$ cat config.mk
export PLATFORM = sky130hd
export DESIGN_NAME = slave_port
export DESIGN_NICKNAME = d
export VERILOG_FILES = /design/src/rtl/slave_port_pkg.sv /design/src/rtl/slave_port_sync.sv /design/src/rtl/slave_port_ctrl.sv /design/src/rtl/slave_port_dp.sv /design/src/rtl/slave_port.sv
export SDC_FILE = /design/constraint.sdc
export NUM_CORES = 1
export LEC_CHECK = 0
export ABC_AREA = 0
export BUFFER_PORTS_ARGS = -buffer_cell sky130_fd_sc_hd__buf_2
export CORE_ASPECT_RATIO = 0.75
export CORE_MARGIN = 2
export CORE_UTILIZATION = 46
export CTS_BUF_LIST = sky130_fd_sc_hd__clkbuf_8 sky130_fd_sc_hd__clkbuf_16
export DETAILED_ROUTE_END_ITERATION = 6
export HOLD_SLACK_MARGIN = 0.05
export PLACE_DENSITY = 0.83
export SETUP_SLACK_MARGIN = 0.5
export SLEW_MARGIN = 20
export SYNTH_ARGS = -nofsm -noshare
export SYNTH_HDL_FRONTEND = slang
export SYNTH_SLANG_ARGS = --single-unit
$ cat constraint.sdc
create_clock -name clk -period 2 [get_ports clk]
set_input_delay 0.4 -clock clk [delete_from_list [all_inputs] [get_ports clk]]
set_output_delay 0.4 -clock clk [all_outputs]
set_load 0.05 [all_outputs]
$ cat src/rtl/slave_port_pkg.sv
package slave_port_pkg;
  localparam int unsigned IBF_BIT  = 7;
  localparam int unsigned OBF_BIT  = 6;
  localparam int unsigned IBOV_BIT = 5;
  localparam int unsigned MODE_BIT = 4;
  localparam int unsigned STROBE_COUNT = 3;

  typedef struct packed {
    logic sampleBus;
    logic commitIn;
    logic loadOut;
  } dpStrobes_t;
endpackage

$ cat src/rtl/slave_port_sync.sv
module slave_port_sync #(
  parameter int unsigned STAGES = 2
) (
  input  logic clk,
  input  logic rstN,
  input  logic asyncIn,
  output logic syncOut
);
  logic [STAGES-1:0] chain;

  always_ff @(posedge clk or negedge rstN) begin
    if (!rstN) chain <= '0;
    else       chain <= {chain[STAGES-2:0], asyncIn};
  end

  assign syncOut = chain[STAGES-1];
endmodule

$ cat src/rtl/slave_port_ctrl.sv
module slave_port_ctrl
  import slave_port_pkg::*;
#(
  parameter int unsigned DATA_W      = 8,
  parameter int unsigned SYNC_STAGES = 2
) (
  input  logic              clk,
  input  logic              rstN,
  input  logic              hostRdN,
  input  logic              hostWrN,
  input  logic              hostCsN,
  input  logic              cpuOutWe,
  input  logic              cpuInRe,
  input  logic              cpuCtlWe,
  input  logic [DATA_W-1:0] cpuCtlWdata,
  input  logic              irqClr,
  output dpStrobes_t        strobes,
  output logic              busOe,
  output logic [DATA_W-1:0] ctlRdata,
  output logic              irqFlag
);
  logic [STROBE_COUNT-1:0] rawActive;
  logic [STROBE_COUNT-1:0] syncActive;
  logic rdActive, wrActive, prevRd, prevWr, rdEnd, wrEnd;
  logic modeEn, modeNext, ibf, obf, ibov;
  logic overflowHit, commitIn;
  logic unusedCtlBits;

  // index 0 read, 1 write, 2 chip select; all turned active high
  assign rawActive = {~hostCsN, ~hostWrN, ~hostRdN};

  for (genvar g = 0; g < STROBE_COUNT; g++) begin : g_sync
    slave_port_sync #(.STAGES(SYNC_STAGES)) u_sync (
      .clk    (clk),
      .rstN   (rstN),
      .asyncIn(rawActive[g]),
      .syncOut(syncActive[g])
    );
  end

  assign rdActive = syncActive[0] & syncActive[2];
  assign wrActive = syncActive[1] & syncActive[2];

  always_ff @(posedge clk or negedge rstN) begin
    if (!rstN) begin
      prevRd <= 1'b0;
      prevWr <= 1'b0;
    end else begin
      prevRd <= rdActive;
      prevWr <= wrActive;
    end
  end

  assign rdEnd = prevRd & ~rdActive;
  assign wrEnd = prevWr & ~wrActive;

  assign modeNext    = cpuCtlWe ? cpuCtlWdata[MODE_BIT] : modeEn;
  assign overflowHit = wrEnd & modeEn & ibf & ~cpuInRe;
  assign commitIn    = wrEnd & modeEn & ~overflowHit;

  always_ff @(posedge clk or negedge rstN) begin
    if (!rstN) begin
      modeEn  <= 1'b0;
      ibf     <= 1'b0;
      obf     <= 1'b0;
      ibov    <= 1'b0;
      irqFlag <= 1'b0;
    end else begin
      modeEn <= modeNext;

      if (!modeNext)     ibf <= 1'b0;
      else if (commitIn) ibf <= 1'b1;
      else if (cpuInRe)  ibf <= 1'b0;

      if (!modeNext)                obf <= 1'b0;
      else if (cpuOutWe && modeEn)  obf <= 1'b1;
      else if (rdActive && modeEn)  obf <= 1'b0;

      if (!modeNext)                                  ibov <= 1'b0;
      else if (overflowHit)                           ibov <= 1'b1;
      else if (cpuCtlWe && !cpuCtlWdata[IBOV_BIT])    ibov <= 1'b0;

      if ((rdEnd || wrEnd) && modeEn) irqFlag <= 1'b1;
      else if (irqClr)                irqFlag <= 1'b0;
    end
  end

  // bus drive follows the raw pins so data is valid early in the strobe
  assign busOe = modeEn & ~hostRdN & ~hostCsN;

  always_comb begin
    ctlRdata           = '0;
    ctlRdata[IBF_BIT]  = ibf;
    ctlRdata[OBF_BIT]  = obf;
    ctlRdata[IBOV_BIT] = ibov;
    ctlRdata[MODE_BIT] = modeEn;
  end

  assign strobes.sampleBus = wrActive & modeEn;
  assign strobes.commitIn  = commitIn;
  assign strobes.loadOut   = cpuOutWe;

  assign unusedCtlBits = ^{cpuCtlWdata[IBF_BIT], cpuCtlWdata[OBF_BIT],
                           cpuCtlWdata[MODE_BIT-1:0]};
endmodule

$ cat src/rtl/slave_port_dp.sv
module slave_port_dp
  import slave_port_pkg::*;
#(
  parameter int unsigned DATA_W = 8
) (
  input  logic              clk,
  input  logic              rstN,
  input  dpStrobes_t        strobes,
  input  logic [DATA_W-1:0] busIn,
  input  logic [DATA_W-1:0] cpuWdata,
  output logic [DATA_W-1:0] busOut,
  output logic [DATA_W-1:0] cpuRdata
);
  logic [DATA_W-1:0] holdReg, inLatch, outLatch;

  always_ff @(posedge clk or negedge rstN) begin
    if (!rstN) begin
      holdReg  <= '0;
      inLatch  <= '0;
      outLatch <= '0;
    end else begin
      if (strobes.sampleBus) holdReg  <= busIn;
      if (strobes.commitIn)  inLatch  <= holdReg;
      if (strobes.loadOut)   outLatch <= cpuWdata;
    end
  end

  assign busOut   = outLatch;
  assign cpuRdata = inLatch;
endmodule

$ cat src/rtl/slave_port.sv
module slave_port
  import slave_port_pkg::*;
#(
  parameter int unsigned DATA_W      = 8,
  parameter int unsigned SYNC_STAGES = 2
) (
  input  logic              clk,
  input  logic              rstN,
  input  logic              hostRdN,
  input  logic              hostWrN,
  input  logic              hostCsN,
  input  logic [DATA_W-1:0] busIn,
  output logic [DATA_W-1:0] busOut,
  output logic              busOe,
  input  logic              cpuOutWe,
  input  logic [DATA_W-1:0] cpuWdata,
  input  logic              cpuInRe,
  output logic [DATA_W-1:0] cpuRdata,
  input  logic              cpuCtlWe,
  input  logic [DATA_W-1:0] cpuCtlWdata,
  output logic [DATA_W-1:0] ctlRdata,
  input  logic              irqClr,
  output logic              irqFlag
);
  dpStrobes_t strobes;

  slave_port_ctrl #(.DATA_W(DATA_W), .SYNC_STAGES(SYNC_STAGES)) u_ctrl (
    .clk        (clk),
    .rstN       (rstN),
    .hostRdN    (hostRdN),
    .hostWrN    (hostWrN),
    .hostCsN    (hostCsN),
    .cpuOutWe   (cpuOutWe),
    .cpuInRe    (cpuInRe),
    .cpuCtlWe   (cpuCtlWe),
    .cpuCtlWdata(cpuCtlWdata),
    .irqClr     (irqClr),
    .strobes    (strobes),
    .busOe      (busOe),
    .ctlRdata   (ctlRdata),
    .irqFlag    (irqFlag)
  );

  slave_port_dp #(.DATA_W(DATA_W)) u_dp (
    .clk     (clk),
    .rstN    (rstN),
    .strobes (strobes),
    .busIn   (busIn),
    .cpuWdata(cpuWdata),
    .busOut  (busOut),
    .cpuRdata(cpuRdata)
  );
endmodule

After elaboration in Yosys (flattened, before gate mapping)
Index checks and enable logic that the tools add are counted.
{ "op_classes": {"add_sub_neg": 0, "n_shift": 0, "n_div": 0, "muxes": 12, "n_reduce_logical": 7, "bitwise": 18, "eq_ne": 3, "multipliers": 0, "n_lt_le_gt_ge": 0} }
{ "op_table": {"columns": ["op", "n"], "rows": [
  ["two-way mux 1 bit", 12],
  ["bitwise AND 1 bit", 11],
  ["!= test 3 bit (second input constant)", 3],
  ["NOT 1 bit", 7],
  ["logical AND 1 bit", 4],
  ["nonzero test 2 bit", 1],
  ["zero test 1 bit", 1],
  ["logical OR 1 bit", 1]
]} }
{ "totals": {"n_memories": 0, "input_bits": 33, "mem_bits_ro": 0, "out_inout_bits": 26, "ram_bits": 0, "wordCells": 53, "latch_bits": 0, "register_bits": 37} }

Logic depth before layout (Yosys ltp)
{ "logic_depth": {"depth_word": 10, "ltp_mapped": 4, "depth_no_buf": 3} }

By module
Synthesis repeated with hierarchy kept, for this count alone.
{ "hier_totals": {"cells_unflattened": 101, "hier_area_um2": 1557.7} }
{ "modules_own_cells": {"columns": ["module", "area_each_um2", "n_inst", "cells_each", "seq_area_each_um2"], "rows": [
  ["slave_port_dp", 994.7, 1, 51, 600.6],
  ["slave_port_ctrl", 412.9, 1, 44, 175.2],
  ["slave_port_sync", 50.0, 3, 2, 50.0]
]} }

Least setup slack after synthesis
Ideal clock, no wire load.
{ "synth_path": {"path_type": "reg2reg", "start": "register u_ctrl.g_sync[2].u_sync.chain[1]", "end": "register u_dp.inLatch[0], in the netlist u_dp.cpuRdata[0]", "required_time_ns": 1.875, "setup_time_ns": 0.125, "path_stages_with_launch": 5, "n_path_buf": 1, "setup_slack_ns": 0.548, "period_less_slack_ns": 1.452, "t_arrival_ns": 1.328, "path_cell_list": "dfrtp_1 > and2_0 > buf_2 > nor3b_4 > mux2_2"} }
{ "synth_via": {"elab_chain_len": 8} }
{ "synth_rtl": {"columns": ["item", "line_no", "text"], "rows": [
  ["start: declaration", "slave_port_sync.sv:9", "logic [STAGES-1:0] chain;"],
  ["start signal: assignment", "slave_port_sync.sv:13", "else chain <= {chain[STAGES-2:0], asyncIn};"],
  ["bitwise AND 1 bit *", "slave_port_ctrl.sv:42", "assign wrActive = syncActive[1] & syncActive[2];"],
  ["via u_ctrl.wrActive", "slave_port_ctrl.sv:24", "logic rdActive, wrActive, prevRd, prevWr, rdEnd, wrEnd;"],
  ["NOT 1 bit *", "slave_port_ctrl.sv:55", "assign wrEnd = prevWr & ~wrActive;"],
  ["bitwise AND 1 bit *", "slave_port_ctrl.sv:55", null],
  ["bitwise AND 1 bit *", "slave_port_ctrl.sv:58, slave_port_ctrl.sv:59", null],
  ["bitwise AND 1 bit (2 in a row)", "slave_port_ctrl.sv:58", "assign overflowHit = wrEnd & modeEn & ibf & ~cpuInRe;"],
  ["NOT 1 bit", "slave_port_ctrl.sv:59", "assign commitIn = wrEnd & modeEn & ~overflowHit;"],
  ["bitwise AND 1 bit *", "slave_port_ctrl.sv:59", null],
  ["end signal: assignment", "slave_port_dp.sv:23", "if (strobes.commitIn) inLatch <= holdReg;"],
  ["end: declaration", "slave_port_dp.sv:14", "logic [DATA_W-1:0] holdReg, inLatch, outLatch;"]
]} }
Mark *: on every way through the listed nets, which the timed path passes. The rest lies on a longest branch.
A chain may end at the register's enable or synchronous reset.

Worst setup path in the final report
{ "layout_path": {"start": "register u_ctrl.modeEn", "end": "output busOe"} }
{ "layout_via": {"elab_chain_len": 2} }
{ "layout_rtl": {"columns": ["item", "line_no", "text"], "rows": [
  ["start: declaration", "slave_port_ctrl.sv:25", "logic modeEn, modeNext, ibf, obf, ibov;"],
  ["start signal: assignment", "slave_port_ctrl.sv:69", "modeEn <= modeNext;"],
  ["bitwise AND 1 bit (2 in a row)", "slave_port_ctrl.sv:89", "assign busOe = modeEn & ~hostRdN & ~hostCsN;"],
  ["end: declaration", "slave_port.sv:14", "output logic busOe,"]
]} }
No other way between the ends.

==> impl_metrics.ini <==
[route]
top_layer_used = met4
vias = 880
drtPass1Iterations = 3
wire_per_inst_um = 13.3
wl_met1_um = 987
drt-total-wl_um = 2490
wl_met3_um = 175
drc_errors = 0
wl_met2_um = 1310
ant_nets = 0
via_per_inst = 4.71
drt_iter0_markers = 12

[placed_design]
hpwl_um = 1810
pre_cts_slack_ns = 0.374
place_area_sq_um = 1640
gp_congestion = 0.709
port_buffers = 48

[die]
die-area_sq_um = 3530
fp-row-count = 17
pin_count = 59
core_sq_um = 2940
die_x_um = 67.9
start_util_pct = 48.0
die_h_um = 51.9

[synth]
ys_warn_count = 0
ys_types = 22
synth_xor_area_share_pct = 0
synth_compound_area_share_pct = 2.22
synth-seq-cells = 37
synth_edf_count = 0
synthFlopType = dfrtp_1
synth.avg_cell_area_sq_um = 14.7
ys_async_sr_fraction_pct = 100
syn_area_sq_um = 1410
yosysSeqAreaShare_pct = 65.7
synth_fa_ha_area_share_pct = 0
syn_inst = 96
synth_mux_area_share_pct = 19.9
synth_top_family_by_area = multiplexers
synth-simple-area-share_pct = 5.42

[global_route]
grt-ovfl-total = 0
grt_pass1_vias = 848
grt_usage_pct = 16.1
grt_pass1_wl_um = 3930
grt_max_degree = 38
antenna_found_initial = 0

[timing]
skew_ns = 0.00636
fmax_ghz = 0.687
period_minus_slack_ns = 1.45
timing.final.ws_setup_ns = 0.545
relSlewSlack_pct = 49.2
final_hold_viol_count = 0
maxSlewViolCount = 0
whs_ns = 0.191
worstMarginPinSlew_ns = 0.761
finalSetupTns_ns = 0
setup_viol = 0
finalCritPeriodShare_pct = 72.7
rsz0062_at_grt = no

[final_layout]
diodes = 0
n_fill_cell = 244
synthToLayoutAreaGrowth_pct = 26.8
final_cell_mix = buf_2, dfrtp_1, mux2_2
nNetsFinal = 182
final_area_sq_um = 1790
layout_commonest_cell = buf_2
drive_gt1_share_pct = 59.1

[clock_tree]
cts_buffers = 5
clock_path_buffers = 2
clock_sinks = 37
cts-root-buf = clkbuf_8
htreeDepth = 2
clock_latency_ns = 0.28
path_clk_slew_ns = 0.06
cts_tree = done

[pwr]
power_density_nw_per_um2 = 1200
peakVddDrop_mv = 0.793
leakagePower_nw = 0.893

[worst_setup_path]
worstPathRequired_ns = 1.60
rr_worst_depth = 4
r2r-end = u_dp.cpuRdata[1]
endpoint = busOe
criticalPathCategory = register to output pin
cp.arrival_ns = 1.05
critPathLaunch = u_ctrl.modeEn
cp-end-kind = output pin
critPathLaunchType = register
reg2reg_from = u_ctrl.g_sync[2].u_sync.chain[1]
r2r_setup_slack_ns = 0.57
path_max_fanout = 5

[min_path]
hold_class = input port to async pin

[status]
status = completed

[flow_run]
drv_cap = 0
## metrics by stage
stage	cells	utilization, %	power (mW)
finish	187	60.9	2.14
CTS	183	59.7	2.15
floorplan	99	-	1.48
global route	187	60.9	2.25
global placement	175	55.8	1.62
detailed placement	175	55.8	1.64
## where the power goes
group	switching [mW]	total, mW	internal, mW
Sequential	0.0682	0.959	0.891
Combinational	0.481	0.686	0.205
Clock	0.226	0.494	0.268
Total	0.775	2.14	1.36
## worst min path at each step
stage                                     start                                to  slack [ns]  cells after the start
6_report                                   rstN                    u_dp.busOut[5]        0.19                      1
5_1_grt                                 hostWrN  u_ctrl.g_sync[1].u_sync.chain[0]        0.25                      2
4_1_cts                                    rstN                    u_dp.busOut[5]        0.22                      1
3_5_place_dp   u_ctrl.g_sync[1].u_sync.chain[0]  u_ctrl.g_sync[1].u_sync.chain[1]        0.34                      0
3_3_place_gp   u_ctrl.g_sync[0].u_sync.chain[0]  u_ctrl.g_sync[0].u_sync.chain[1]        0.33                      0
2_1_floorplan                              rstN  u_ctrl.g_sync[0].u_sync.chain[0]        0.10                      0
## synthesized netlist by cell type, drive strengths merged (2+ instances only)
library cell	number	area, sq um
buf	9	65.1
a21oi	2	10.0
mux2	24	270
nand2	3	11.3
and2	2	12.5
inv	6	22.5
dfrtp	37	926
## critical path, cell delays in order (launching register included)
cell,delay (ns)
dfrtp_2,0.45
and3_1,0.18
buf_6,0.15
## layer usage
layer	vias to the layer above	global-route usage, %
met5	-	0
li1	412	-
met1	435	19.7
met3	3	8.01
met2	30	24.5
met4	0	6.00
## area by class of cell
| type | instances | area [sq um] | area share, % |
|---|---|---|---|
| clock buffers | 6 | 82.6 | 4.62 |
| clock inverters | 1 | 3.75 | 0.210 |
| inverters | 6 | 22.5 | 1.26 |
| multi-input cells | 46 | 407 | 22.8 |
| flip-flops and latches | 37 | 927 | 51.9 |
| well taps | 38 | 47.5 | 2.66 |
| repair buffers | 53 | 297 | 16.6 |
## state kept, by name (all words and copies together) (netlist names)
| register | count |
|---|---|
| u_dp.busOut | 8 |
| u_ctrl.obf | 1 |
| u_ctrl.prevRd | 1 |
| u_ctrl.g_sync.u_sync.chain | 6 |
| u_ctrl.ibov | 1 |
| u_dp.cpuRdata | 8 |
| u_ctrl.modeEn | 1 |
| u_dp.holdReg | 8 |
| u_ctrl.irqFlag | 1 |
| u_ctrl.ibf | 1 |
| u_ctrl.prevWr | 1 |
## cell families after synthesis
group | Yosys count
flip-flops | 37
buffers and inverters | 16
AND/OR/NAND/NOR | 12
other | 1
AO/OA/AOI/OAI | 5
multiplexers | 25
## repair_timing
action | CTS | global route
hold buffers | 0 | 0
buffers inserted | 1 | 4
gates resized for setup | 3 | 3
setup endpoints to repair | 10 | 9
pin swaps | 1 | 0
(Power assumes the default switching activity.)
